$ cat config.mk
export PLATFORM = sky130hd
export DESIGN_NAME = spi_flag_unit
export DESIGN_NICKNAME = d
export VERILOG_FILES = /design/src/rtl/spi_flag_pkg.sv /design/src/rtl/sfu_ctrl_reg.sv /design/src/rtl/sfu_rx_flags.sv /design/src/rtl/sfu_fault_flag.sv /design/src/rtl/spi_flag_unit.sv
export SDC_FILE = /design/constraint.sdc
export NUM_CORES = 1
export LEC_CHECK = 0
export BUFFER_PORTS_ARGS = -buffer_cell sky130_fd_sc_hd__buf_2
export CORE_MARGIN = 5
export CORE_UTILIZATION = 39
export DETAILED_ROUTE_END_ITERATION = 12
export PLACE_DENSITY = 0.71
export SYNTH_ARGS = -nofsm -noshare
export SYNTH_HDL_FRONTEND = slang
export SYNTH_SLANG_ARGS = --single-unit
$ cat constraint.sdc
create_clock -name clk -period 1.5 [get_ports clk]
set_input_delay 0 -clock clk [delete_from_list [all_inputs] [get_ports clk]]
set_output_delay 0 -clock clk [all_outputs]
set_load 0.02 [all_outputs]
$ cat src/rtl/spi_flag_pkg.sv
package spi_flag_pkg;
  localparam int ADDR_W = 2;

  typedef enum logic [ADDR_W-1:0] {
    REG_STATUS = 2'd0,
    REG_DATA   = 2'd1,
    REG_CTRL   = 2'd2
  } reg_sel_e;

  localparam int ST_FULL   = 0;
  localparam int ST_OVF    = 1;
  localparam int ST_FAULT  = 2;
  localparam int CT_MASTER = 0;
  localparam int CT_FEN    = 1;

  // Role conflict on the select pin: a master sees it driven low,
  // a slave sees it released high in the middle of a transfer.
  function automatic logic role_conflict(logic master, logic ss, logic active);
    return master ? ~ss : (ss & active);
  endfunction

  function automatic logic [7:0] status_word(logic full, logic ovf, logic flt);
    logic [7:0] w;
    w = '0;
    w[ST_FULL]  = full;
    w[ST_OVF]   = ovf;
    w[ST_FAULT] = flt;
    return w;
  endfunction
endpackage

$ cat src/rtl/sfu_ctrl_reg.sv
module sfu_ctrl_reg
  import spi_flag_pkg::*;
#(
  parameter int DATA_W = 8
) (
  input  logic              clk,
  input  logic              rst_n,
  input  logic              wr_en,
  input  logic [DATA_W-1:0] wdata,
  output logic              master,
  output logic              fault_en,
  output logic              sck_oe,
  output logic              mosi_oe,
  output logic              miso_oe
);
  localparam int PIN_N = 3;

  wire unused_wdata_hi = ^wdata[DATA_W-1:2];

  always_ff @(posedge clk or negedge rst_n) begin
    if (!rst_n) begin
      master   <= 1'b0;
      fault_en <= 1'b0;
    end else if (wr_en) begin
      master   <= wdata[CT_MASTER];
      fault_en <= wdata[CT_FEN];
    end
  end

  // index 0: clock, 1: master-out, 2: master-in (driven only as slave)
  logic [PIN_N-1:0] oe;
  for (genvar p = 0; p < PIN_N; p++) begin : g_pin
    if (p == PIN_N - 1) begin : g_in
      assign oe[p] = ~master;
    end else begin : g_out
      assign oe[p] = master;
    end
  end

  assign sck_oe  = oe[0];
  assign mosi_oe = oe[1];
  assign miso_oe = oe[2];
endmodule

$ cat src/rtl/sfu_rx_flags.sv
module sfu_rx_flags #(
  parameter int DATA_W = 8
) (
  input  logic              clk,
  input  logic              rst_n,
  input  logic              rx_done,
  input  logic [DATA_W-1:0] rx_byte,
  input  logic              stat_rd,
  input  logic              data_rd,
  output logic              rx_full,
  output logic              overflow,
  output logic [DATA_W-1:0] rx_data,
  output logic              ev_load,
  output logic              ev_ovf
);
  logic arm_full, arm_ovf;
  logic clr_full, clr_ovf;

  assign ev_load  = rx_done & ~rx_full;
  assign ev_ovf   = rx_done & rx_full;
  assign clr_full = data_rd & arm_full;
  assign clr_ovf  = data_rd & arm_ovf;

  always_ff @(posedge clk or negedge rst_n) begin
    if (!rst_n) begin
      arm_full <= 1'b0;
      arm_ovf  <= 1'b0;
    end else if (stat_rd) begin
      arm_full <= rx_full;
      arm_ovf  <= overflow;
    end else if (data_rd) begin
      arm_full <= 1'b0;
      arm_ovf  <= 1'b0;
    end
  end

  // set has priority over clear
  always_ff @(posedge clk or negedge rst_n) begin
    if (!rst_n) begin
      rx_full  <= 1'b0;
      overflow <= 1'b0;
      rx_data  <= '0;
    end else begin
      if (rx_done)       rx_full <= 1'b1;
      else if (clr_full) rx_full <= 1'b0;
      if (ev_ovf)        overflow <= 1'b1;
      else if (clr_ovf)  overflow <= 1'b0;
      if (ev_load)       rx_data <= rx_byte;
    end
  end
endmodule

$ cat src/rtl/sfu_fault_flag.sv
module sfu_fault_flag
  import spi_flag_pkg::*;
(
  input  logic clk,
  input  logic rst_n,
  input  logic master,
  input  logic fault_en,
  input  logic ss_level,
  input  logic xfer_active,
  input  logic stat_rd,
  input  logic ctrl_wr,
  output logic mode_fault,
  output logic ev_fault
);
  logic arm_flt;

  assign ev_fault = fault_en & role_conflict(master, ss_level, xfer_active);

  always_ff @(posedge clk or negedge rst_n) begin
    if (!rst_n) begin
      arm_flt    <= 1'b0;
      mode_fault <= 1'b0;
    end else begin
      if (stat_rd)      arm_flt <= mode_fault;
      else if (ctrl_wr) arm_flt <= 1'b0;
      if (ev_fault)                mode_fault <= 1'b1;
      else if (ctrl_wr && arm_flt) mode_fault <= 1'b0;
    end
  end
endmodule

$ cat src/rtl/spi_flag_unit.sv
module spi_flag_unit
  import spi_flag_pkg::*;
#(
  parameter int DATA_W = 8
) (
  input  logic              clk,
  input  logic              rst_n,
  input  logic              bus_sel,
  input  logic              bus_wr,
  input  logic [1:0]        bus_addr,
  input  logic [DATA_W-1:0] bus_wdata,
  output logic [DATA_W-1:0] bus_rdata,
  input  logic              ss_level,
  input  logic              xfer_active,
  input  logic              rx_done,
  input  logic [DATA_W-1:0] rx_byte,
  output logic              sck_oe,
  output logic              mosi_oe,
  output logic              miso_oe,
  output logic              rx_full,
  output logic              overflow,
  output logic              mode_fault,
  output logic [DATA_W-1:0] rx_data
);
  logic ctl_master, ctl_fault_en;
  logic ev_stat_rd, ev_data_rd, ev_ctrl_wr;
  logic ev_rx_load, ev_rx_ovf, ev_fault_set;

  assign ev_stat_rd = bus_sel & ~bus_wr & (bus_addr == REG_STATUS);
  assign ev_data_rd = bus_sel & ~bus_wr & (bus_addr == REG_DATA);
  assign ev_ctrl_wr = bus_sel &  bus_wr & (bus_addr == REG_CTRL);

  sfu_ctrl_reg #(.DATA_W(DATA_W)) u_ctrl (
    .clk(clk), .rst_n(rst_n), .wr_en(ev_ctrl_wr), .wdata(bus_wdata),
    .master(ctl_master), .fault_en(ctl_fault_en),
    .sck_oe(sck_oe), .mosi_oe(mosi_oe), .miso_oe(miso_oe)
  );

  sfu_rx_flags #(.DATA_W(DATA_W)) u_rx (
    .clk(clk), .rst_n(rst_n), .rx_done(rx_done), .rx_byte(rx_byte),
    .stat_rd(ev_stat_rd), .data_rd(ev_data_rd),
    .rx_full(rx_full), .overflow(overflow), .rx_data(rx_data),
    .ev_load(ev_rx_load), .ev_ovf(ev_rx_ovf)
  );

  sfu_fault_flag u_flt (
    .clk(clk), .rst_n(rst_n), .master(ctl_master), .fault_en(ctl_fault_en),
    .ss_level(ss_level), .xfer_active(xfer_active),
    .stat_rd(ev_stat_rd), .ctrl_wr(ev_ctrl_wr),
    .mode_fault(mode_fault), .ev_fault(ev_fault_set)
  );

  always_comb begin
    bus_rdata = '0;
    case (bus_addr)
      REG_STATUS: bus_rdata = DATA_W'(status_word(rx_full, overflow, mode_fault));
      REG_DATA:   bus_rdata = rx_data;
      REG_CTRL: begin
        bus_rdata[CT_MASTER] = ctl_master;
        bus_rdata[CT_FEN]    = ctl_fault_en;
      end
      default:    bus_rdata = '0;
    endcase
  end
endmodule

# Word level (Yosys, flattened, before mapping)
# Index checks and enable logic that the tools add are counted.
dict set report word_totals {
  register_bits 16
  latchBits 0
  ramBits 0
  romBits 0
  output_inout_bits 22
  memories 0
}
dict set report classes {
  addsub 0
  mul 0
  n_div 0
  n_lt_le_gt_ge 0
  n_eq_ne 2
  n_shift 0
  muxes 14
  n_bitwise 15
  reduce_logical 7
}
# cell count
set ops {}
lappend ops {{$mux 1} 12}
lappend ops {{$pmux 6 s2} 1}
lappend ops {{$and 1x1->1} 11}
lappend ops {{$reduce_bool 2->1} 5}
lappend ops {{$pmux 2 s3} 1}
lappend ops {{$not 1->1} 4}
lappend ops {{$eq 2x1->1 const B} 1}
lappend ops {{$eq 2x2->1 const B} 1}
lappend ops {{$logic_not 2->1} 1}
lappend ops {{$logic_and 1x1->1} 1}

# Longest topological paths before layout
dict set report logic_depth {
  depth_word 6
  depth_mapped 4
  depth_no_buf 3
}

# Hierarchy
# Synthesis repeated with hierarchy kept, for this count alone.
dict set report unflattened {
  cells_unflattened 64
  area_unflattened_um2 828.3
}
# mod n_inst cells_per_inst area_each_um2 seq_area_each_um2
set modules_own_cells {}
lappend modules_own_cells {sfu_rx_flags 1 30 493.0 300.3}
lappend modules_own_cells {spi_flag_unit 1 17 138.9 0.0}
lappend modules_own_cells {sfu_fault_flag 1 10 105.1 50.0}
lappend modules_own_cells {sfu_ctrl_reg 1 7 91.3 50.0}

# Worst setup path before layout
# No wires, ideal clock.
dict set report synth_path {
  kind {flip-flop to flip-flop}
  start {register u_rx.rx_full}
  end {register u_rx.rx_data[0]}
  t_arrival_ns 1.113
  t_required_ns 1.375
  path_slack_ns 0.262
  stages_incl_launch_ff 4
  n_path_buf 1
  cell_sequence {dfrtp_1 > nor2b_1 > buf_2 > mux2_2}
}
dict set report synth_via {
  elab_chain_len 2
}
# element line_no
set synth_rtl {}
lappend synth_rtl {{from (decl)} sfu_rx_flags.sv:10} ;# output logic rx_full,
lappend synth_rtl {{from (signal assigned)} sfu_rx_flags.sv:40} ;# rx_full <= 1'b0;
lappend synth_rtl {{from (signal assigned)} sfu_rx_flags.sv:44} ;# if (rx_done) rx_full <= 1'b1;
lappend synth_rtl {{from (signal assigned)} sfu_rx_flags.sv:45} ;# else if (clr_full) rx_full <= 1'b0;
lappend synth_rtl {{$not 1->1} sfu_rx_flags.sv:19} ;# assign ev_load = rx_done & ~rx_full;
lappend synth_rtl {{$and 1x1->1} sfu_rx_flags.sv:19}
lappend synth_rtl {{to (signal assigned)} sfu_rx_flags.sv:48} ;# if (ev_load) rx_data <= rx_byte;
lappend synth_rtl {{to (decl)} sfu_rx_flags.sv:12} ;# output logic [DATA_W-1:0] rx_data,
# Every way passes these cells.
# A chain may end at the register's enable or synchronous reset.

# Worst setup path after layout
# Same ends and word-level chain as after synthesis.

==> flow_metrics.tcl <==
set metrics [dict create \
    number_of_global_route_vias_before_repair 693 \
    rsz0062_at_grt "no" \
    gr-total-overflow 0 \
    netlist_instances 69 \
    synth_largest_type_area_fraction_pct 49.6 \
    hold_path_stages 2 \
    core_region_area_um2 1960 \
    layout.nets 148 \
    number_of_library_cell_types_mapped_by_synthesis 22 \
    synth_commonest_cells "sky130_fd_sc_hd__dfrtp_1 (16), sky130_fd_sc_hd__mux2_2 (10), sky130_fd_sc_hd__o21ai_0 (6)" \
    syn-mean-instance-area_um2 11.7 \
    clk_pin_slew_ns 0.09 \
    arrival_ns 1.37 \
    place_area_um2 1020 \
    report.final.slew_viol_count 0 \
    largest_net_degree_at_the_start_of_global_routing 17 \
    finalHoldViolations 0 \
    vias_after_detailed_routing 712 \
    period_minus_slack_ns 1.20 \
    detailedRoute.firstIterationViolations 10 \
    setup_tns_ns 0 \
    antenna_left 0 \
    crit_required_ns 1.66 \
    gp_routability_congestion 0.746 \
    finalCritPeriodShare_pct 80.3 \
    cts_tree "done" \
    port-buffer-count 40 \
    floorplan.rows 16 \
    syn-cell-area_um2 807 \
    drc 0 \
    cts-root-buf "sky130_fd_sc_hd__clkbuf_4" \
    firstDrtPassIters 2 \
    dp_hpwl_um 1420 \
    initial_utilization_pct 41.1 \
    yosysWarnings 0 \
    max_freq_mhz 830 \
    seq_total_area_yosys_pct 49.6 \
    p_per_area_nw_per_um2 1210 \
    synth_top_area_cell "sky130_fd_sc_hd__dfrtp_1" \
    timing.setup.critical_path_class "reg2reg" \
    die_x_um 55.5 \
    drive_gt1_share_pct 47.5 \
    post_drt_via_cell_ratio 4.78 \
    num_io_pins 47 \
    synthMostInstantiatedCell "sky130_fd_sc_hd__dfrtp_1" \
    clock_tree.htree_level_count 1 \
    floorplan.die.height_um 55.5 \
    gr-usage-all-layers_pct 12.3 \
    postSynth.topFlopCell "sky130_fd_sc_hd__dfrtp_1" \
    die_area_um2 3080 \
    fin_cells 149 \
    routed_wire_length_per_instance_um 11.8 \
    power.static_leakage_nw 0.577 \
    r2r_cells 3 \
    synth_enable_flop_cells 0 \
    clock_latency_ns 0.27 \
    worst_hold_path_type "in2reg" \
    ctsHoldBuffers 12 \
    drv.max_cap_violation_count 0 \
    report.final.setup_viol 0 \
    postSynth.asyncResetShare_pct 100 \
    timing_worst_slew_pin_value_ns 0.394 \
    synthTopCellsByArea "sky130_fd_sc_hd__dfrtp_1 (50%), sky130_fd_sc_hd__mux2_2 (14%), sky130_fd_sc_hd__and2_1 (3.9%)" \
    relSlewSlack_pct 73.7 \
    first_pass_grt_wire_length_um 3080 \
    numCtsBuffers 3 \
    tritoncts_num_sinks 16 \
    placed_cells_incl_taps 133 \
    vdd.ir_drop.worst_mv 0.523 \
    routed_wirelength_um 1760 \
    clock_path_buffers 2 \
    fin_area_um2 1180 \
    run_status "complete, no violations" \
    cts_resized 0 \
    largest_clock_skew_in_the_final_design_ns 0.00116 \
    syn-num-nets 94 \
    setup_repair_bufs_after_cts 0 \
    worst_setup_path_start_kind "flop" \
    synth_seq_cells 16 \
    end_kind "flop" \
    n_antenna_cell 0 \
    antenna_violations_before_repair 0 \
    post_synthesis_to_final_layout_area_growth_pct 45.7 \
    cp_max_fo 8 \
]
==> layout make-up <==
cell class | count | area, um^2
fillers | 174 | 786
multi-input cells | 45 | 363
well taps | 27 | 33.8
clock buffers | 4 | 36.3
flip-flops and latches | 16 | 400
inverters | 4 | 15.0
repair buffers | 53 | 328
==> logic make-up after synthesis <==
| logic type | after synthesis | share of synthesized area, % |
|---|---|---|
| buffers and inverters | 8 | 5.43 |
| and+or+nand+nor | 21 | 18.9 |
| AOI/OAI and AO/OA | 11 | 8.37 |
| DFF | 16 | 49.6 |
| muxes | 13 | 17.7 |
==> path summary, 6_finish.rpt <==
path	from	endpoint	slack [ns]
worst min-delay path	bus_addr[1]	u_flt.arm_flt	0.06
worst min register to register	u_rx.rx_data[7]	u_rx.rx_data[7]	0.52
max in group asynchronous	rst_n	u_rx.rx_data[0]	1.10
worst max register to register	u_rx.rx_full	u_rx.rx_data[0]	0.30
min in group asynchronous	rst_n	u_flt.arm_flt	0.15
worst max-delay path	u_rx.rx_full	u_rx.rx_data[0]	0.30
==> report_power, final <==
| part | switching (mW) | internal, mW |
|---|---|---|
| logic | 0.297 | 0.238 |
| registers | 0.0735 | 0.543 |
| clock network | 0.123 | 0.147 |
| total | 0.493 | 0.928 |
==> critical path, stage by stage (launching register included) <==
cell	delay, ns
sky130_fd_sc_hd__dfrtp_1	0.45
sky130_fd_sc_hd__nor2b_1	0.13
sky130_fd_sc_hd__buf_4	0.18
sky130_fd_sc_hd__mux2_2	0.34
==> metal layers <==
layer	share of wire, %	global-route usage, %
met2	51	21.5
met3	6.7	3.73
met1	41	13.7
met5	0	0
met4	1.5	5.21
==> state kept, by name, summed over array words and instances, names as in the netlist <==
name	count
u_ctrl.fault_en	1
u_ctrl.master	1
u_flt.arm_flt	1
u_flt.mode_fault	1
u_rx.arm_full	1
u_rx.arm_ovf	1
u_rx.overflow	1
u_rx.rx_data	8
u_rx.rx_full	1
==> per-stage QoR <==
| stage | hold WS [ns] | util, % | worst slack [ns] | power, mW |
|---|---|---|---|---|
| 2_1_floorplan | -0.296 | - | 0.262 | 0.959 |
| 5_1_grt | 0.0684 | 59.9 | 0.228 | 1.52 |
| 3_5_place_dp | -0.0648 | 52.0 | 0.289 | 1.15 |
| 3_3_place_gp | -0.0738 | 52.0 | 0.314 | 1.13 |
| 4_1_cts | 0.0488 | 59.9 | 0.284 | 1.45 |
| 6_report | 0.0606 | 59.9 | 0.295 | 1.42 |
==> placed cells by master, fill, tap and decap left out, types with 2 or more instances in the layout <==
cell,synthesis,final
sky130_fd_sc_hd__nand3b_1,3,3
sky130_fd_sc_hd__nand2_1,4,4
sky130_fd_sc_hd__and2_1,5,5
sky130_fd_sc_hd__mux2_2,10,10
sky130_fd_sc_hd__nor3b_1,2,2
sky130_fd_sc_hd__nor2b_1,3,3
sky130_fd_sc_hd__mux2i_1,3,3
sky130_fd_sc_hd__buf_2,2,40
sky130_fd_sc_hd__dlygate4sd3_1,0,12
sky130_fd_sc_hd__inv_1,4,4
sky130_fd_sc_hd__o21ai_0,6,6
sky130_fd_sc_hd__dfrtp_1,16,16
sky130_fd_sc_hd__clkbuf_4,0,3
(Power assumes the default switching activity.)
